`src/rtl/uart_rate_pkg.sv`:
```
// Shared defaults for the baud rate generator.
// Assumes the divisor width is a whole number of bytes.
package uart_rate_pkg;
    localparam int BYTE_W     = 8;   // width of one write-port byte
    localparam int DIV_BYTES  = 2;   // bytes that make up the divisor
    localparam int ADDR_W     = 2;   // write address width
    localparam int CTRL_ADDR  = 2;   // address of the control register
    localparam int PSEL_BIT   = 7;   // control bit choosing the slow prescale
    localparam int PRESC_SLOW = 4;   // slow prescale factor
    localparam int OVS        = 16;  // oversampling ratio per bit
endpackage

```
`src/rtl/uart_rate_regs.sv`:
```
// Divisor bytes and the prescale select, loaded through a byte write port.
// Assumes byte i of the divisor sits at address i and the control register
// sits at CTRL_ADDR. Any accepted write raises reload for one cycle.
module uart_rate_regs #(
    parameter int BYTE_W    = uart_rate_pkg::BYTE_W,
    parameter int DIV_BYTES = uart_rate_pkg::DIV_BYTES,
    parameter int ADDR_W    = uart_rate_pkg::ADDR_W,
    parameter int CTRL_ADDR = uart_rate_pkg::CTRL_ADDR,
    localparam int DIV_W    = BYTE_W * DIV_BYTES
) (
    input  logic              clk,
    input  logic              rst_n,
    input  logic              wr_en,
    input  logic [ADDR_W-1:0] wr_addr,
    input  logic [BYTE_W-1:0] wr_data,
    input  logic              wr_psel,
    output logic [DIV_W-1:0]  divisor,
    output logic              slow_sel,
    output logic              reload
);
    logic [DIV_BYTES-1:0] byte_hit;
    logic                 ctrl_hit;

    for (genvar gi = 0; gi < DIV_BYTES; gi++) begin : g_byte
        logic [BYTE_W-1:0] byte_q;
        assign byte_hit[gi] = wr_en && (wr_addr == ADDR_W'(gi));
        // Hold one byte of the divisor.
        always_ff @(posedge clk) begin
            if (!rst_n)
                byte_q <= '0;
            else if (byte_hit[gi])
                byte_q <= wr_data;
        end
        assign divisor[gi*BYTE_W +: BYTE_W] = byte_q;
    end

    assign ctrl_hit = wr_en && (wr_addr == ADDR_W'(CTRL_ADDR));

    // Hold the prescale select bit.
    always_ff @(posedge clk) begin
        if (!rst_n)
            slow_sel <= 1'b0;
        else if (ctrl_hit)
            slow_sel <= wr_psel;
    end

    // Restart the counters on any accepted write.
    always_comb reload = ctrl_hit || (|byte_hit);


    unmapped_write_chk: assert property (@(posedge clk) disable iff (!rst_n)
        (wr_en && !reload) |=> ($stable(divisor) && $stable(slow_sel)));
endmodule

```
`src/rtl/uart_rate_prescaler.sv`:
```
// Divides the reference clock by 1 or by PRESC_SLOW and emits a one-cycle
// tick per prescaled period. Assumes slow_sel changes only together with reload.
module uart_rate_prescaler #(
    parameter int PRESC_SLOW = uart_rate_pkg::PRESC_SLOW,
    localparam int PCNT_W    = (PRESC_SLOW > 1) ? $clog2(PRESC_SLOW) : 1
) (
    input  logic clk,
    input  logic rst_n,
    input  logic reload,
    input  logic slow_sel,
    output logic presc_tick
);
    logic [PCNT_W-1:0] pcnt;
    logic [PCNT_W-1:0] plimit;

    // Choose the terminal count for the selected factor.
    always_comb plimit = slow_sel ? PCNT_W'(PRESC_SLOW - 1) : '0;
    // Flag the last cycle of a prescaled period.
    always_comb presc_tick = (pcnt == plimit);

    // Count reference cycles inside one prescaled period.
    always_ff @(posedge clk) begin
        if (!rst_n || reload || presc_tick)
            pcnt <= '0;
        else
            pcnt <= pcnt + PCNT_W'(1);
    end


    slow_gap_chk: assert property (@(posedge clk) disable iff (!rst_n)
        (presc_tick && slow_sel && !reload) |=> !presc_tick);
endmodule

```
`src/rtl/uart_rate_divider.sv`:
```
// Counts prescaled ticks up to the programmed divisor and emits the
// sixteen-times enable. A divisor of zero holds the counter and gives no output.
// Assumes the divisor changes only together with reload.
module uart_rate_divider #(
    parameter int DIV_W = uart_rate_pkg::BYTE_W * uart_rate_pkg::DIV_BYTES
) (
    input  logic             clk,
    input  logic             rst_n,
    input  logic             reload,
    input  logic             presc_tick,
    input  logic [DIV_W-1:0] divisor,
    output logic             x16_en
);
    logic [DIV_W-1:0] dcnt;
    logic             active;
    logic             wrap;

    // Decode the enable and terminal conditions.
    always_comb begin
        active = (divisor != '0);
        wrap   = (dcnt == divisor - DIV_W'(1));
        x16_en = active && presc_tick && wrap;
    end

    // Count prescaled ticks within one divisor period.
    always_ff @(posedge clk) begin
        if (!rst_n || reload)
            dcnt <= '0;
        else if (presc_tick && active)
            dcnt <= wrap ? '0 : dcnt + DIV_W'(1);
    end


    single_pulse_chk: assert property (@(posedge clk) disable iff (!rst_n)
        (x16_en && !reload && divisor != DIV_W'(1)) |=> !x16_en);
endmodule

```
`src/rtl/uart_rate_bitcnt.sv`:
```
// Counts sixteen-times enables and marks every OVS-th as a bit tick.
// resync clears the count and suppresses the tick in its own cycle.
module uart_rate_bitcnt #(
    parameter int OVS       = uart_rate_pkg::OVS,
    localparam int BCNT_W   = (OVS > 1) ? $clog2(OVS) : 1
) (
    input  logic clk,
    input  logic rst_n,
    input  logic x16_en,
    input  logic resync,
    output logic bit_tick
);
    logic [BCNT_W-1:0] bcnt;
    logic              last;

    // Flag the final enable of a bit period.
    always_comb begin
        last     = (bcnt == BCNT_W'(OVS - 1));
        bit_tick = x16_en && last && !resync;
    end

    // Track enables within the current bit.
    always_ff @(posedge clk) begin
        if (!rst_n || resync)
            bcnt <= '0;
        else if (x16_en)
            bcnt <= last ? '0 : bcnt + BCNT_W'(1);
    end


    tick_spacing_chk: assert property (@(posedge clk) disable iff (!rst_n)
        bit_tick |=> !bit_tick);

    resync_clear_chk: assert property (@(posedge clk) disable iff (!rst_n)
        resync |=> !bit_tick);
endmodule

```
`src/rtl/uart_rate_gen.sv`:
```
// Top of the baud rate generator: register port, prescaler, divisor
// counter and bit counter. Assumes a single reference clock domain.
module uart_rate_gen #(
    parameter int BYTE_W     = uart_rate_pkg::BYTE_W,
    parameter int DIV_BYTES  = uart_rate_pkg::DIV_BYTES,
    parameter int ADDR_W     = uart_rate_pkg::ADDR_W,
    parameter int CTRL_ADDR  = uart_rate_pkg::CTRL_ADDR,
    parameter int PSEL_BIT   = uart_rate_pkg::PSEL_BIT,
    parameter int PRESC_SLOW = uart_rate_pkg::PRESC_SLOW,
    parameter int OVS        = uart_rate_pkg::OVS
) (
    input  logic              clk,
    input  logic              rst_n,
    input  logic              wr_en,
    input  logic [ADDR_W-1:0] wr_addr,
    input  logic [BYTE_W-1:0] wr_data,
    input  logic              resync,
    output logic              x16_en,
    output logic              bit_tick
);
    localparam int DIV_W = BYTE_W * DIV_BYTES;

    logic [DIV_W-1:0] divisor;
    logic             slow_sel;
    logic             reload;
    logic             presc_tick;

    uart_rate_regs #(
        .BYTE_W(BYTE_W), .DIV_BYTES(DIV_BYTES),
        .ADDR_W(ADDR_W), .CTRL_ADDR(CTRL_ADDR)
    ) u_regs (
        .clk(clk), .rst_n(rst_n), .wr_en(wr_en), .wr_addr(wr_addr),
        .wr_data(wr_data), .wr_psel(wr_data[PSEL_BIT]),
        .divisor(divisor), .slow_sel(slow_sel), .reload(reload)
    );

    uart_rate_prescaler #(.PRESC_SLOW(PRESC_SLOW)) u_presc (
        .clk(clk), .rst_n(rst_n), .reload(reload),
        .slow_sel(slow_sel), .presc_tick(presc_tick)
    );

    uart_rate_divider #(.DIV_W(DIV_W)) u_div (
        .clk(clk), .rst_n(rst_n), .reload(reload), .presc_tick(presc_tick),
        .divisor(divisor), .x16_en(x16_en)
    );

    uart_rate_bitcnt #(.OVS(OVS)) u_bits (
        .clk(clk), .rst_n(rst_n), .x16_en(x16_en),
        .resync(resync), .bit_tick(bit_tick)
    );


    reload_quiet_chk: assert property (@(posedge clk) disable iff (!rst_n)
        reload |=> (!x16_en || (divisor == DIV_W'(1) && !slow_sel)));
endmodule

```
`config.mk`:
```
export PLATFORM = sky130hd
export DESIGN_NAME = uart_rate_gen
export DESIGN_NICKNAME = d
export VERILOG_FILES = /design/src/rtl/uart_rate_pkg.sv /design/src/rtl/uart_rate_regs.sv /design/src/rtl/uart_rate_prescaler.sv /design/src/rtl/uart_rate_divider.sv /design/src/rtl/uart_rate_bitcnt.sv /design/src/rtl/uart_rate_gen.sv
export SDC_FILE = /design/constraint.sdc
export NUM_CORES = 1
export LEC_CHECK = 0
export CORE_MARGIN = 5
export CORE_UTILIZATION = 40
export CTS_CLUSTER_SIZE = 24
export DETAILED_ROUTE_END_ITERATION = 10
export DONT_BUFFER_PORTS = 1
export SLEW_MARGIN = 20
export SYNTH_ARGS = -nofsm -noshare
export SYNTH_HDL_FRONTEND = slang
export SYNTH_HIERARCHICAL = 1
export SYNTH_SLANG_ARGS = --single-unit
```
`constraint.sdc`:
```
create_clock -name clk -period 3.3 [get_ports clk]
set_input_delay 0.165 -clock clk [delete_from_list [all_inputs] [get_ports clk]]
set_output_delay 0.165 -clock clk [all_outputs]
set_load 0.005 [all_outputs]
```
Yosys cells after proc, flatten, opt, wreduce, memory -nomap -nowiden
Index checks and enable logic that the tools add are counted.
W data, S select, Z words.
{ "classes": {"n_eq_ne": 5, "addsub": 4, "n_mux": 3, "reduce_logical": 16} }
{ "ops": {"columns": ["op", "n"], "rows": [
  ["$add A16 B1 Y16 const B", 1],
  ["$eq A16 B16 Y1", 1],
  ["$mux W16", 1],
  ["$reduce_bool A16 Y1", 1],
  ["$sub A16 B1 Y16 const B", 1],
  ["$logic_and A1 B1 Y1", 7],
  ["$add A4 B1 Y4 const B", 1],
  ["$eq A4 B4 Y1 const B", 1],
  ["$logic_or A1 B1 Y1", 4],
  ["$mux W4", 1],
  ["$add A2 B1 Y2 const B", 1],
  ["$eq A2 B1 Y1 const B", 1],
  ["$eq A2 B2 Y1", 1],
  ["$eq A2 B2 Y1 const B", 1],
  ["$logic_not A1 Y1", 2],
  ["$logic_not A2 Y1", 1],
  ["$mux W2", 1],
  ["$reduce_or A2 Y1", 1]
]} }
{ "totals": {"output_inout_bits": 2, "input_bits": 14, "word_cells": 34, "reg_bits": 39} }

Longest topological paths before layout
Gate-level depths: netlist of the first run.
{ "depth": {"word_depth": 6, "depth_mapped": 12, "depth_no_buf": 11} }

Cells and area by module
Netlist of the first run, hierarchy kept.
{ "modules_own_cells": {"columns": ["mod", "area_per_inst_um2", "cells_per_inst", "instances", "seq_area_each_um2"], "rows": [
  ["uart_rate_divider", 1286.2, 166, 1, 320.3],
  ["uart_rate_regs", 673.1, 69, 1, 340.3],
  ["uart_rate_bitcnt", 185.2, 19, 1, 80.1],
  ["uart_rate_prescaler", 82.6, 10, 1, 40.0]
]} }

Worst setup path after synthesis of the first run
No wires, ideal clock.
{ "synth_timing": {"path_type": "register to output", "start": "register u_regs.g_byte[0].byte_q[0]", "end": "output port bit_tick", "required_ps": 3135, "t_arrival_ps": 2823, "slack_ps": 312, "path_stages_with_launch": 11, "path_cell_list": "dfxtp_1 -> inv_1 -> ha_1 -> or4b_4 -> nor4_1 -> xnor2_1 -> nand4_1 -> nor4_4 -> buf_6 -> nand4_1 -> nor2_1"} }
{ "synth_via": {"elab_chain_cells": 5} }
{ "synth_rtl": {"columns": ["element", "line", "source"], "rows": [
  ["from (decl)", "uart_rate_regs.sv:25", "logic [BYTE_W-1:0] byte_q;"],
  ["from (signal assigned)", "uart_rate_regs.sv:32", "byte_q <= wr_data;"],
  ["$sub A16 B1 Y16 or $reduce_bool A16 Y1 (tied branches)", "uart_rate_divider.sv:21, uart_rate_divider.sv:20", null],
  ["$eq A16 B16 Y1 or $logic_and A1 B1 Y1 (tied branches)", "uart_rate_divider.sv:21, uart_rate_divider.sv:22", null],
  ["$logic_and A1 B1 Y1 (*)", "uart_rate_divider.sv:22", "x16_en = active && presc_tick && wrap;"],
  ["net x16_en", "uart_rate_gen.sv:18", "output logic x16_en,"],
  ["$logic_and A1 B1 Y1 (*) (2 in series)", "uart_rate_bitcnt.sv:19", "bit_tick = x16_en && last && !resync;"],
  ["to (decl)", "uart_rate_gen.sv:19", "output logic bit_tick"]
]} }
The timed path passes the listed nets; every way through them passes the cells marked *.

Final worst setup path of the first run
{ "layout_timing": {"start": "register u_regs.g_byte[0].byte_q[0]", "end": "output port bit_tick"} }
{ "layout_via": {"elab_chain_cells": 5} }
{ "layout_rtl": {"columns": ["element", "line"], "rows": [
  ["$sub A16 B1 Y16 or $reduce_bool A16 Y1 (tied branches)", "uart_rate_divider.sv:21, uart_rate_divider.sv:20"],
  ["$eq A16 B16 Y1 or $logic_and A1 B1 Y1 (tied branches)", "uart_rate_divider.sv:21, uart_rate_divider.sv:22"],
  ["$logic_and A1 B1 Y1 (*)", "uart_rate_divider.sv:22"],
  ["$logic_and A1 B1 Y1 (*) (2 in series)", "uart_rate_bitcnt.sv:19"]
]} }
Mark *: on every way between the ends. The rest lies on a longest branch, timed or not.

==> run metrics, run 1 <==
status finished clean; most frequent cell on the critical path sky130_fd_sc_hd__nor4_4; Layout area overhead 9.10%; number of flops mapped to enable cells by yosys 0; total I/O pin count 16; FF+latch count, synth 39; PwrDens roughly 430 nW/um2; worst slack, placed approximately 0.33 ns; largest net degree at the start of global routing 30; worst-path cell chain inv_1 -> ha_2 -> or4b_4 -> nor4_4 -> xnor2_1 -> a211oi_2 -> o211ai_1 -> nor4_4 -> nand4_1 -> nor2_1; CTS root buf sky130_fd_sc_hd__clkbuf_8; most used routing layer in global routing met2; Slew Limit Fails 0; number of max-cap violations 0; min setup slack post-route approximately 0.23 ns; Initial DRT Pass Iterations 4; width of the die 84.6 um; met2 track utilization from global routing 0.238; number of buffers added on ports 0; post-synthesis cell count between 200 and 300; Placement Rows 27; worst setup path class reg2out; Max VDD drop 0.193 mV; final antenna diode count 0; global-route usage over all layers 0.139; vias post-DR 1,751; post-cts hold buffer count 0; endpoint of the worst hold path u_regs/slow_sel$_SDFFE_PN0P_; largest delay contributor family on the critical path simple AND/OR/NAND/NOR gates; number of buffer and inverter stages on the critical path 1; grt ovf 0; Synth Cell Area roughly 2200 um2; number of different library cells in the post-synthesis netlist 43; ANT nets after route 0; Final Hold Fails 0; clock tree sinks 39; post-DR vias/cell 5.15; Total Nets Final 284; class of the worst hold path in2reg; leak pwr 0.993 nW; number of design-rule violations left by the first detailed-router iteration 100; reg-to-reg setup timing slack 0.40 ns; slew margin rel. 0.286; post-synthesis async set-or-reset flop share 0; Required @ worst endpoint 3.13 ns; proportion of synthesized chip area in sequential cells 0.351; worst clock skew on the final layout 0.00518 ns; setup TNS 0 ns; core area about 5500 um2; Yosys warning total 6; weighted congestion reported at the end of routability-driven placement 0.833; Clock Path Buffers 2; startpoint of the most critical hold path wr_data[7]; total clock buffers created by CTS 5; design internal power 0.790 mW; count of placed standard cells in the final layout, fillers left out 340; half-perimeter wire length after placement 3460 um; DIE AREA between 7000 and 8000 um2; cell with the largest stage delay on the worst path sky130_fd_sc_hd__or4b_4; primary flip-flop cell chosen by synthesis mapping sky130_fd_sc_hd__dfxtp_1; peak clock frequency supported by timing 325 MHz; Post-Synthesis Net Count 281; capturing element type of the critical path output port; H-tree Lvls 2; Setup-failing EPs final 0; TritonCTS clock tree built; drt drc 0; fraction of met3 tracks used by global routing 0.0275; total wirelength of the detailed-routed design between 4000 and 5000 um; part of the total power dissipated in sequential elements 0.474; net switching power of the design 0.260 mW; final worst-path cycle share 0.931; wire length of the first global-routing pass ~8100 um; fraction of final layout cells with drive strength greater than 1 0.0933; post-layout min period 3.07 ns; Clock power frac 0.393; Switching Share 0.247; Largest stage delay, worst path around 0.52 ns; reg2reg path depth 13; Slew @ Worst Pin 1.07 ns; routed length per placed instance 13.7 um; final-layout worst hold slack 0.0171 ns; met1 Usage GRT 0.176; synthesized area divided by synthesized cell count between 8 and 9 um2; Fillers 578; start of the worst register-to-register path u_regs/g_byte[0].byte_q[0]$_SDFFE_PN0P_; clock-pin slew on the worst setup and hold paths 0.07 ns; capture point of the worst reg-to-reg path u_bits/bcnt[2]$_SDFFE_PP0P_; largest driver fanout on the critical path 5; Placed Cells incl. Taps between 300 and 400; initial antenna violation count 0; number of global-route vias before repair between 1,500 and 2,000; number of cells traversed by the worst hold path 2; starting utilization of the core area 0.407; kind of start point of the critical path register; worst skew pair latency between 0.2 and 0.3 ns; Gate power share 0.132; die boundary height 84.6 um; crit path DAT 2.91 ns
-- power by group through the flow --
stage                     Sequential [mW]  Combinational (mW)  Clock [mW]
after CTS                           0.498               0.138       0.423
final                               0.498               0.139       0.413
after detailed placement            0.509               0.136           0
after floorplan                     0.504               0.120           0
after global placement              0.509               0.135           0
after global routing                0.500               0.156       0.445
-- final cells by class --
type                            instances  area, um2  area share
Multi-Input combinational cell        213       1390       0.572
Sequential cell                        39        781       0.321
Tap cell                               72       90.1      0.0371
Clock buffer                            6       82.6      0.0340
Timing Repair Buffer                    6       45.0      0.0185
Clock inverter                          2       35.0      0.0144
Inverter                                2       7.51     0.00309
-- flip-flops by register name, summed over array words and instances (netlist names) --
signal                count
u_bits/bcnt               4
u_div/dcnt               16
u_presc/pcnt              2
u_regs/g_byte.byte_q     16
u_regs/slow_sel           1
-- how the worst max path moves through the flow --
stage	end	startpoint	cells after the start	slack, ns
finish	bit_tick	u_regs/g_byte[0].byte_q[0]$_SDFFE_PN0P_	10	0.23
global route	bit_tick	u_regs/g_byte[0].byte_q[0]$_SDFFE_PN0P_	10	-0.01
CTS	bit_tick	u_regs/g_byte[0].byte_q[0]$_SDFFE_PN0P_	10	0.02
detailed placement	u_div/dcnt[1]$_SDFFE_PP0P_	u_regs/g_byte[0].byte_q[0]$_SDFFE_PN0P_	10	0.33
global placement	u_div/dcnt[1]$_SDFFE_PP0P_	u_regs/g_byte[0].byte_q[0]$_SDFFE_PN0P_	10	0.39
floorplan	bit_tick	u_regs/g_byte[0].byte_q[0]$_SDFFE_PN0P_	10	0.31
-- metal layers --
metal,routed length (um),share of wire,vias to the layer above
li1,-,-,902
met1,2190,0.47,818
met2,2270,0.49,25
met3,146,0.031,6
met4,51,0.011,0
met5,0,0,-
-- stage by stage --
step                area (um2)  power, mW   util
floorplan                 2230      0.624      -
global placement          2270      0.644  0.416
detailed placement        2270      0.645  0.416
CTS                       2400       1.06  0.438
global route              2430       1.10  0.444
finish                    2430       1.05  0.444
-- synth_stat cells, drive strengths merged, types with 2 or more instances --
cell type  count  area, um2
a21boi         2       15.0
a21oi          3       15.0
and3           3       18.8
and4           2       17.5
buf            6       42.5
clkbuf         4       15.0
dfxtp         39        781
ha             3       37.5
inv            2       7.51
mux2i         19        190
nand2         53        199
nand2b         3       18.8
nand3          9       45.0
nand3b         2       15.0
nand4          9       62.6
nor2          29        111
nor2b          2       12.5
nor3           6       30.0
nor4           4       55.1
o21ai          3       15.0
or3            5       31.3
xnor2         26        228
xor2          15        131
-- what timing repair did --
item                                    in CTS  in global routing
gates resized for setup                      1                  1
pin swaps                                    0                  1
endpoints found under the setup margin       1                  2
setup buffers                                0                  4
endpoints found under the hold margin        0                  0
-- worst reg2reg max path, delay by kind of cell, from the launching register on --
kind | cells | cell delay (ns)
AND/OR/NAND/NOR | 5 | 1.28
flip-flops | 1 | 0.36
buffers and inverters | 3 | 0.35
AO/OA/AOI/OAI | 2 | 0.35
XOR/XNOR | 2 | 0.24
adder cells (fa/ha/maj) | 1 | 0.22
-- kinds of logic after synthesis --
family,Yosys count,share of synthesized area
AO/OA/AOI/OAI,14,0.0427
buffers and inverters,12,0.0292
adder cells (fa/ha/maj),3,0.0169
multiplexers,19,0.0854
flip-flops,39,0.351
XOR/XNOR,41,0.161
AND/OR/NAND/NOR,136,0.314
-- cell usage in the layout (no fill, tap or decap), types with 2 or more instances in the layout --
| cell | n |
|---|---|
| sky130_fd_sc_hd__clkbuf_8 | 6 |
| sky130_fd_sc_hd__dfxtp_1 | 39 |
| sky130_fd_sc_hd__nor4_1 | 2 |
| sky130_fd_sc_hd__inv_1 | 2 |
| sky130_fd_sc_hd__nand3_1 | 9 |
| sky130_fd_sc_hd__ha_1 | 2 |
| sky130_fd_sc_hd__mux2i_1 | 19 |
| sky130_fd_sc_hd__nand2_1 | 53 |
| sky130_fd_sc_hd__nand2b_1 | 3 |
| sky130_fd_sc_hd__buf_4 | 6 |
| sky130_fd_sc_hd__nand3b_1 | 2 |
| sky130_fd_sc_hd__and3_1 | 3 |
| sky130_fd_sc_hd__xnor2_1 | 26 |
| sky130_fd_sc_hd__nor4_4 | 2 |
| sky130_fd_sc_hd__or3_1 | 5 |
| sky130_fd_sc_hd__xor2_1 | 15 |
| sky130_fd_sc_hd__nand4_1 | 8 |
| sky130_fd_sc_hd__nor2b_1 | 2 |
| sky130_fd_sc_hd__nor2_1 | 28 |
| sky130_fd_sc_hd__a21oi_1 | 3 |
| sky130_fd_sc_hd__nor3_1 | 5 |
| sky130_fd_sc_hd__and4_1 | 2 |
| sky130_fd_sc_hd__o21ai_0 | 3 |
(Power assumes the default switching activity.)
==> inputs of run 2 (changes only) <==
- CORE_MARGIN: 5 -> 1.5
==> run metrics, run 2 (synthesized netlist as in run 1, its figures left out) <==
status finished clean; fraction of final layout cells with drive strength greater than 1 0.0830; TritonCTS clock tree built; Slew Limit Fails 0; Switching Share 0.258; clock-pin slew on the worst setup and hold paths 0.07 ns; Required @ worst endpoint 3.13 ns; Final Hold Fails 0; kind of start point of the critical path register; final worst-path cycle share 0.931; Total Nets Final about 280; routed length per placed instance 13.5 um; grt ovf 0; final antenna diode count 0; total wirelength of the detailed-routed design ~4500 um; commonest non-fill, non-tap cells in the layout sky130_fd_sc_hd__nand2_1 (53), sky130_fd_sc_hd__dfxtp_1 (39), sky130_fd_sc_hd__nor2_1 (28), sky130_fd_sc_hd__xnor2_1 (26), sky130_fd_sc_hd__mux2i_1 (19); setup TNS 0 ns; count of placed standard cells in the final layout, fillers left out 335; Gate power share 0.146; half-perimeter wire length after placement 3360 um; initial antenna violation count 0; Clock Path Buffers 2; post-DR vias/cell between 5 and 6; DIE AREA 6020 um2; worst skew pair latency 0.28 ns; most common cell after layout, fill and taps aside sky130_fd_sc_hd__nand2_1; core area 5240 um2; PwrDens 402 nW/um2; vias post-DR between 1,500 and 2,000; capturing element type of the critical path output port; part of the total power dissipated in sequential elements 0.520; largest net degree at the start of global routing 30; peak clock frequency supported by timing 326 MHz; drt drc 0; leak pwr 0.970 nW; ANT nets after route 0; net switching power of the design 0.247 mW; global-route usage over all layers 0.163; Fillers 529; class of the worst hold path in2reg; design internal power 0.710 mW; number of global-route vias before repair roughly 1,600; largest registers u_div/dcnt x16, u_regs/g_byte.byte_q x16, u_bits/bcnt x4; Clock power frac 0.334; slew margin rel. 0.569; setup repair after global routing missed its margin no; Placement Rows 26; CTS root buf sky130_fd_sc_hd__clkbuf_8; weighted congestion reported at the end of routability-driven placement about 0.83; number of max-cap violations 0; die boundary height 77.6 um; number of buffers added on ports 0; width of the die 77.6 um; total clock buffers created by CTS 5; wire length of the first global-routing pass ~7800 um; total I/O pin count 16; largest driver fanout on the critical path 6; number of design-rule violations left by the first detailed-router iteration 101; starting utilization of the core area 0.425; crit path DAT 2.91 ns; post-layout min period 3.07 ns; Placed Cells incl. Taps 326; Slew @ Worst Pin 0.643 ns; Setup-failing EPs final 0; worst setup path class reg2out; Initial DRT Pass Iterations 4; Layout area overhead 6.97%; worst clock skew on the final layout 0.00620 ns; Max VDD drop about 0.22 mV; H-tree Lvls 2; clock tree sinks 39
run 2: critical path, stage by stage (launching register included):
cell                       delay (ns)
sky130_fd_sc_hd__dfxtp_1         0.35
sky130_fd_sc_hd__inv_1           0.08
sky130_fd_sc_hd__ha_1            0.24
sky130_fd_sc_hd__or4b_4          0.53
sky130_fd_sc_hd__nor4_4          0.23
sky130_fd_sc_hd__xnor2_1         0.10
sky130_fd_sc_hd__a211oi_2        0.18
sky130_fd_sc_hd__o211ai_1        0.19
sky130_fd_sc_hd__nor4_4          0.29
sky130_fd_sc_hd__buf_4           0.18
sky130_fd_sc_hd__nand4_1         0.12
sky130_fd_sc_hd__nor2_1          0.14
run 2: layout make-up:
class | count | area (um2) | share of cell area
multi-input cells | 213 | 1390 | 0.583
inverters | 2 | 7.51 | 0.00315
well taps | 70 | 87.6 | 0.0368
clock inverters | 1 | 5.00 | 0.00210
repair buffers | 4 | 30.0 | 0.0126
flip-flops and latches | 39 | 781 | 0.328
clock buffers | 6 | 82.6 | 0.0347
run 2: power groups by stage:
stage / logic (mW) / clock network [mW] / registers, mW
2_1_floorplan: 0.120 / 0 / 0.504
6_report: 0.140 / 0.320 / 0.498
4_1_cts: 0.137 / 0.327 / 0.498
3_3_place_gp: 0.137 / 0 / 0.509
5_1_grt: 0.157 / 0.350 / 0.500
3_5_place_dp: 0.137 / 0 / 0.509
run 2: metrics by stage:
stage / area, um2 / setup WS (ns) / hold slack, ns / util / total power, mW
2_1_floorplan: 2230 / 0.312 / 0.304 / - / 0.624
3_3_place_gp: 2270 / 0.381 / 0.309 / 0.434 / 0.646
3_5_place_dp: 2270 / 0.341 / 0.319 / 0.434 / 0.646
4_1_cts: 2360 / 0.00398 / 0.0134 / 0.451 / 0.963
5_1_grt: 2380 / 0.0473 / 0.0145 / 0.455 / 1.01
6_report: 2380 / 0.229 / 0.0186 / 0.455 / 0.957
run 2: routing by layer:
metal  track usage  part of all wire
met1         0.206              0.49
met2         0.275              0.47
met3        0.0412             0.034
met4        0.0436            0.0093
met5             0                 0
run 2: path summary, 6_finish.rpt:
path	startpoint	endpoint	cells after the start	slack (ns)
max	u_regs/g_byte[0].byte_q[0]$_SDFFE_PN0P_	bit_tick	11	0.23
min	wr_data[7]	u_regs/slow_sel$_SDFFE_PN0P_	2	0.02
max reg2reg	u_regs/g_byte[0].byte_q[0]$_SDFFE_PN0P_	u_bits/bcnt[3]$_SDFFE_PP0P_	13	0.45
min reg2reg	u_regs/slow_sel$_SDFFE_PN0P_	u_regs/slow_sel$_SDFFE_PN0P_	2	0.50
run 2: timing repair:
| action | in CTS | in global routing |
|---|---|---|
| hold endpoints to repair | 0 | 0 |
| gates resized for setup | 0 | 1 |
| hold buffers | 0 | 0 |
| buffers inserted | 0 | 2 |
| endpoints found under the setup margin | 0 | 2 |
==> inputs of run 3 (changes only) <==
- PLACE_DENSITY_LB_ADDON: default -> 0.08
==> run metrics, run 3 (synthesized netlist as in run 1, its figures left out) <==
global-route usage over all layers 0.169; Required @ worst endpoint roughly 3.1 ns; weighted congestion reported at the end of routability-driven placement ~0.83; worst setup path class reg2out; final-layout worst hold slack 0.0141 ns; Clock power frac 0.389; cell area after layout between 2000 and 2500 um2; worst-path cell chain inv_1 -> ha_1 -> or4b_4 -> nor4_2 -> buf_4 -> xnor2_1 -> nand4_1 -> nor4_4 -> nand4_1 -> nor2_1; grt ovf 0; worst skew pair latency 0.29 ns; number of buffers added on ports 0; met1 wire length between 2000 and 2500 um; half-perimeter wire length after placement 3460 um; Gate power share 0.137; Placement Rows 26; wire length of the first global-routing pass 7990 um; CTS root buf sky130_fd_sc_hd__clkbuf_8; top layer used by detailed routing met4; class of the worst hold path in2reg; number of global-route vias before repair 1,601; total I/O pin count 16; commonest non-fill, non-tap cells in the layout sky130_fd_sc_hd__nand2_1 (53), sky130_fd_sc_hd__dfxtp_1 (39), sky130_fd_sc_hd__nor2_1 (28), sky130_fd_sc_hd__xnor2_1 (26), sky130_fd_sc_hd__mux2i_1 (19); post-cts hold buffer count 0; leak pwr ~0.99 nW; clock-pin slew on the worst setup and hold paths roughly 0.08 ns; PwrDens 436 nW/um2; met3 routed WL 105 um; largest net degree at the start of global routing 30; net switching power of the design between 0.2 and 0.3 mW; final antenna diode count 0; Final Hold Fails 0; slew margin rel. 0.567; H-tree Lvls 2; most common cell after layout, fill and taps aside sky130_fd_sc_hd__nand2_1; Switching Share 0.249; total wirelength of the detailed-routed design 4800 um; instance area after placement roughly 2300 um2; final core area utilization 0.462; routed wire length on met2 2310 um; drt drc 0; number of max-cap violations 0; Max VDD drop 0.198 mV; TritonCTS clock tree built; total clock buffers created by CTS 5; clock tree sinks 39; peak clock frequency supported by timing 317 MHz; Fillers approximately 540; status finished clean; largest driver fanout on the critical path 5; die boundary height 77.6 um; vias post-DR 1,712; initial antenna violation count 0; most frequent cell on the critical path sky130_fd_sc_hd__nand4_1; number of design-rule violations left by the first detailed-router iteration 121; crit path DAT 2.99 ns; setup TNS 0 ns; fraction of final layout cells with drive strength greater than 1 0.0902; final worst-path cycle share 0.957; reg-to-reg setup timing slack around 0.34 ns; kind of start point of the critical path register; largest registers u_div/dcnt x16, u_regs/g_byte.byte_q x16, u_bits/bcnt x4; Layout area overhead 8.60%; Initial DRT Pass Iterations 4; width of the die 77.6 um; Setup-failing EPs final 0; overall power of the completed layout 1.05 mW; post-layout min period 3.16 ns; DIE AREA 6020 um2; Slew Limit Fails 0; Clock Path Buffers 2; starting utilization of the core area 0.425; capturing element type of the critical path output port; ANT nets after route 0; Slew @ Worst Pin 0.646 ns; routed length per placed instance 14.3 um; core area 5240 um2; Largest stage delay, worst path approximately 0.54 ns; part of the total power dissipated in sequential elements 0.473; design internal power 0.791 mW; post-DR vias/cell 5.10; worst clock skew on the final layout 0.00668 ns; Total Nets Final 282; cell with the largest stage delay on the worst path sky130_fd_sc_hd__or4b_4
run 3: cell types whose count changed in the layout (fill, tap and decap cells not counted), sizes merged:
cell / delta
bufinv: +1
run 3: power by group through the flow:
stage	combinational [mW]	clock [mW]	sequential, mW
2_1_floorplan	0.120	0	0.504
4_1_cts	0.142	0.422	0.499
6_report	0.144	0.410	0.499
3_5_place_dp	0.139	0	0.510
3_3_place_gp	0.138	0	0.510
5_1_grt	0.160	0.447	0.501
run 3: what timing repair did:
| item | in CTS | in global routing |
|---|---|---|
| endpoints found under the setup margin | 2 | 2 |
| setup buffers | 0 | 2 |
| pin swaps | 1 | 1 |
| resized for setup | 1 | 1 |
run 3: final timing paths:
kind / endpoint / from / depth (start not counted)
worst max-delay path: bit_tick / u_regs/g_byte[0].byte_q[0]$_SDFFE_PN0P_ / 10
worst min-delay path: u_regs/slow_sel$_SDFFE_PN0P_ / wr_data[7] / 2
worst max register to register: u_bits/bcnt[3]$_SDFFE_PP0P_ / u_regs/g_byte[0].byte_q[0]$_SDFFE_PN0P_ / 12
worst min register to register: u_regs/slow_sel$_SDFFE_PN0P_ / u_regs/slow_sel$_SDFFE_PN0P_ / 2
run 3: cell type report:
type / count / area [um2] / share of cell area
Multi-Input combinational cell: 213 / 1400 / 0.577
Sequential cell: 39 / 781 / 0.323
Tap cell: 70 / 87.6 / 0.0362
Clock buffer: 6 / 82.6 / 0.0341
Clock inverter: 2 / 35.0 / 0.0145
Timing Repair Buffer: 4 / 30.0 / 0.0124
Inverter: 2 / 7.51 / 0.00310
run 3: critical path: cells and delay by family (launching register included):
family | cells | cell delay, ns
and+or+nand+nor | 6 | 1.73
adders and majority gates | 1 | 0.24
xor gates and xnor gates | 1 | 0.11
DFF | 1 | 0.35
buffers and inverters | 2 | 0.26
run 3: metal layers:
metal  global-route usage  vias to the layer above
met5                    0                        -
met4               0.0491                        0
met3               0.0353                        4
met2                0.277                       14
met1                0.224                      798
li1                     -                      896
run 3: metrics by stage:
step	setup slack [ns]	cells
after floorplan	0.312	264
after global placement	0.356	326
after detailed placement	0.252	326
after CTS	0.0988	334
after global routing	-0.0300	336
final	0.143	336
